### config.mk
export PLATFORM = sky130hd
export DESIGN_NAME = gain_level_flags
export DESIGN_NICKNAME = d
export VERILOG_FILES = /design/src/rtl/gain_level_flags.sv
export SDC_FILE = /design/constraint.sdc
export NUM_CORES = 1
export LEC_CHECK = 0
export BUFFER_PORTS_ARGS = -buffer_cell sky130_fd_sc_hd__buf_4
export CAP_MARGIN = 20
export CORE_MARGIN = 3
export CORE_UTILIZATION = 47
export DETAILED_ROUTE_END_ITERATION = 10
export PLACE_DENSITY = 0.79
export SLEW_MARGIN = 20
export SYNTH_ARGS = -nofsm -noshare
export SYNTH_HDL_FRONTEND = slang
export SYNTH_SLANG_ARGS = --single-unit
### constraint.sdc
create_clock -name clk -period 1.62 [get_ports clk]
set_input_delay 0.324 -clock clk [delete_from_list [all_inputs] [get_ports clk]]
set_output_delay 0.324 -clock clk [all_outputs]
set_load 0.01 [all_outputs]
### src/rtl/gain_level_flags.sv
module gain_level_flags #(
  parameter int MAG_W    = 13,
  parameter int CODE_W   = 3,
  parameter int OVR_LAT  = 12,
  parameter int HOLD_MIN = 2
) (
  input  logic              clk,
  input  logic              rst,
  input  logic [CODE_W-1:0] fast_code,
  input  logic [CODE_W-1:0] coarse_lvl,
  input  logic [MAG_W-1:0]  mag,
  input  logic [MAG_W-1:0]  fine_hi_thr,
  input  logic [MAG_W-1:0]  fine_lo_thr,
  input  logic              ovr_in,
  output logic              coarse_hi,
  output logic              fine_hi,
  output logic              fine_lo,
  output logic              ovr_out
);

  localparam int CNT_W = $clog2(HOLD_MIN + 1);

  logic               exceed, exc_d1, hold, c_next;
  logic [CNT_W-1:0]   run_cnt;
  logic [OVR_LAT-1:0] ovr_sr;

  assign exceed  = fast_code > coarse_lvl;
  assign hold    = coarse_hi && (run_cnt < CNT_W'(HOLD_MIN));
  assign c_next  = exc_d1 || hold;
  assign ovr_out = ovr_sr[OVR_LAT-1];

  always_ff @(posedge clk) begin
    if (rst) begin
      exc_d1    <= 1'b0;
      coarse_hi <= 1'b0;
      run_cnt   <= '0;
      fine_hi   <= 1'b0;
      fine_lo   <= 1'b0;
      ovr_sr    <= '0;
    end else begin
      exc_d1    <= exceed;
      coarse_hi <= c_next;
      if (!c_next)
        run_cnt <= '0;
      else if (run_cnt != CNT_W'(HOLD_MIN))
        run_cnt <= run_cnt + 1'b1;
      fine_hi   <= mag > fine_hi_thr;
      fine_lo   <= mag < fine_lo_thr;
      ovr_sr    <= {ovr_sr[OVR_LAT-2:0], ovr_in};
    end
  end

  a_r2_coarse_latency: assert property (@(posedge clk) disable iff (rst)
    exceed |-> ##2 coarse_hi);
  a_r3_min_hold: assert property (@(posedge clk) disable iff (rst)
    $rose(coarse_hi) |=> coarse_hi);
  a_r3_release: assert property (@(posedge clk) disable iff (rst)
    (coarse_hi && $past(coarse_hi) && !exc_d1) |=> !coarse_hi);
  a_r4_fine_hi: assert property (@(posedge clk) disable iff (rst)
    (mag > fine_hi_thr) |=> fine_hi);
  a_r5_fine_lo: assert property (@(posedge clk) disable iff (rst)
    (mag >= fine_lo_thr) |=> !fine_lo);
  a_r7_ovr_align: assert property (@(posedge clk) disable iff (rst)
    ovr_in |-> ##OVR_LAT ovr_out);
  a_r8_reset_clear: assert property (@(posedge clk)
    rst |=> !(coarse_hi || fine_hi || fine_lo || ovr_out));

endmodule

==> run metrics <==
Worst path max stage delay=420 ps; Final min period=1423 ps; PD cells=604.0 nW/µm²; I/O Buffers=51; Clock Latency Late Sink=280 ps; kind of critical path=input pin to flip-flop; share of layout cells above drive strength 1=30.61%; Max Cap Viol=0; largest net degree at the start of global routing=17; async set or reset register ratio after synthesis=0%; Clock Tree Buf Depth=2; Mapped Cells=139; first-pass GRT wire length=4.264 mm; most common cell in the netlist=inv_1; Max H-tree Level=1; DRT iter0 DRCs=15; Least-Margin Pin Slew=395.6 ps; VDD IR max=0.0005822 V; Starting Density=51.70%; hold endpoint=ovr_sr[0]$_SDFF_PP0_; initial antenna violation count=0; Num Clock Sinks=18; wire length per cell=10.94 µm; HP Class=input pin to flip-flop; CTS Hold Bufs=0; cell taking the most area after synthesis=ha_1; top-area cell type share of the netlist area=30.27%; grt total ovfl=0; Die Span X=56.50 µm; CP Max Fanout=3; Num CTS Buffers=3; Setup Skew=4.309 ps; CTS tree=done; Synth Cell Area=1199 µm²; Ys Warns=0; RSZ-0062 raised after global routing=false; max frequency=702.8 MHz; routability cong.=0.8312; Antenna Violating Nets Remaining=0; Synth Flop Type=dfxtp_1; WHS=256.1 ps; placed cells=220; Tot GR Track Use=16.81%; Slew HR=72.94%; worst reg2reg path endpoint=run_cnt[1]$_SDFFE_PP0N_; top post-synthesis cells by area=ha_1, dfxtp_1, inv_1, nor2b_1, a21oi_1; final wirelength=2.450 mm; # rows=17; buffers inserted by post-CTS timing repair=0; dpl hpwl=2.204 mm; Seq cells post-synth=18; total core area=2318 µm²; Leakage=0.9495 nW; CTS resizes=0; Post-synth EDFFs=0; hold path depth=2; clock root cell=clkbuf_4; setup slack, reg-to-reg=600 ps; post-synthesis sequential area ratio=30.06%; Clk pin slew, worst setup/hold paths=100 ps; CP arrival=1590 ps; worst path cell trace=buf_4, ha_1, and3_4, o21ai_2, a311oi_1, a2111oi_0, nor3_1; vias per cell=4.777; fin crit share=87.84%; Final Max Slew Viols=0; mean post-synth cell area=8.623 µm²; Nets=274; final hold violation count=0; Synth top cells by count=inv_1, ha_1, dfxtp_1; drt first pass iters=4; fin cells=224; Critical Path Start Type=input pin; Setup-failing EPs final=0; reg2reg path depth=5; Slowest cell on crit path=a2111oi_0; hold_sp=ovr_in; Worst EP required=1790 ps; via count=1070; DRC viols=0; Netlist cell types=20; Crit Reg-Reg Startpoint=run_cnt[0]$_SDFFE_PP0N_; chip height=56.50 µm; number of global-route vias before repair=1050; status=finished clean; Fill cells=194; setup TNS=0 ps; crit end category=flip-flop; synth-to-layout area growth=39.46%; Mapped Nets=216; die area=3192 µm²; n_diodes=0; I/O pin cnt=52
[layout make-up]
type,instances,area [µm²],share of cell area (%)
clock buffer,4,36.28,2.171
multi-input combinational,89,718.2,42.96
sequential,18,360.3,21.56
timing repair buffer,54,405.4,24.25
inverter,31,116.4,6.961
tap,28,35.03,2.096
[layer usage]
metal  track usage, %  wire (µm)
met3            3.908        126
met4            7.119         27
met2            29.54       1287
met1            19.17       1008
met5                0          0
[per-stage QoR]
stage / util (%) / area [µm²] / total power (W) / setup slack (ps)
floorplan: - / 1199 / 0.0006157 / 126.3
global placement: 70.53 / 1635 / 0.0007488 / -33.87
detailed placement: 70.53 / 1635 / 0.0007612 / -102.8
CTS: 72.10 / 1672 / 0.001024 / 213.9
global route: 72.10 / 1672 / 0.001084 / 155.9
finish: 72.10 / 1672 / 0.001010 / 197.1
[power by group]
group | internal (W) | switching [W]
sequential | 0.000459 | 0.00000595
clock | 0.000137 | 0.000125
combinational | 0.000164 | 0.000118
total | 0.000760 | 0.000249
[sequential cells by signal, indices dropped and copies added (netlist names)]
name / cells
coarse_hi: 1
run_cnt: 2
ovr_sr: 12
exc_d1: 1
fine_hi: 1
fine_lo: 1
[cells by family after synthesis]
kind of cell | after synthesis | share of synthesized area [%]
compound gates | 22 | 11.69
xor+xnor | 1 | 0.7308
fa+ha+maj | 29 | 30.27
buf+inv | 32 | 10.02
flops | 18 | 30.06
simple gates | 37 | 17.22
[worst max-delay path, delay by kind of cell]
family                     cells  cell delay, ps
buffers and inverters          1             120
AOI/OAI and AO/OA              3             560
adders and majority gates      1             310
and+or+nand+nor                2             280
[layout by cell type, fill, tap and decap left out, drive strengths merged]
cell type,n
buf,54
a21oi,10
clkbuf,4
a211oi,1
a311oi,2
xor2,1
nand2,3
ha,29
and3,1
a21o,4
nor2,5
dfxtp,18
inv,31
nand4,4
nor2b,16
o21bai,1
a2111oi,1
nor3,3
o21ai,3
nand3,5
[worst max path at each step]
stage	cells past startpoint	startpoint	end
after CTS	7	mag[4]	fine_hi$_SDFF_PP0_
final	7	mag[4]	fine_hi$_SDFF_PP0_
after floorplan	7	fine_hi_thr[4]	fine_hi$_SDFF_PP0_
after detailed placement	7	mag[4]	fine_hi$_SDFF_PP0_
after global placement	7	mag[4]	fine_hi$_SDFF_PP0_
after global routing	7	mag[4]	fine_hi$_SDFF_PP0_
Note: power is estimated with default switching activity, not from simulation.
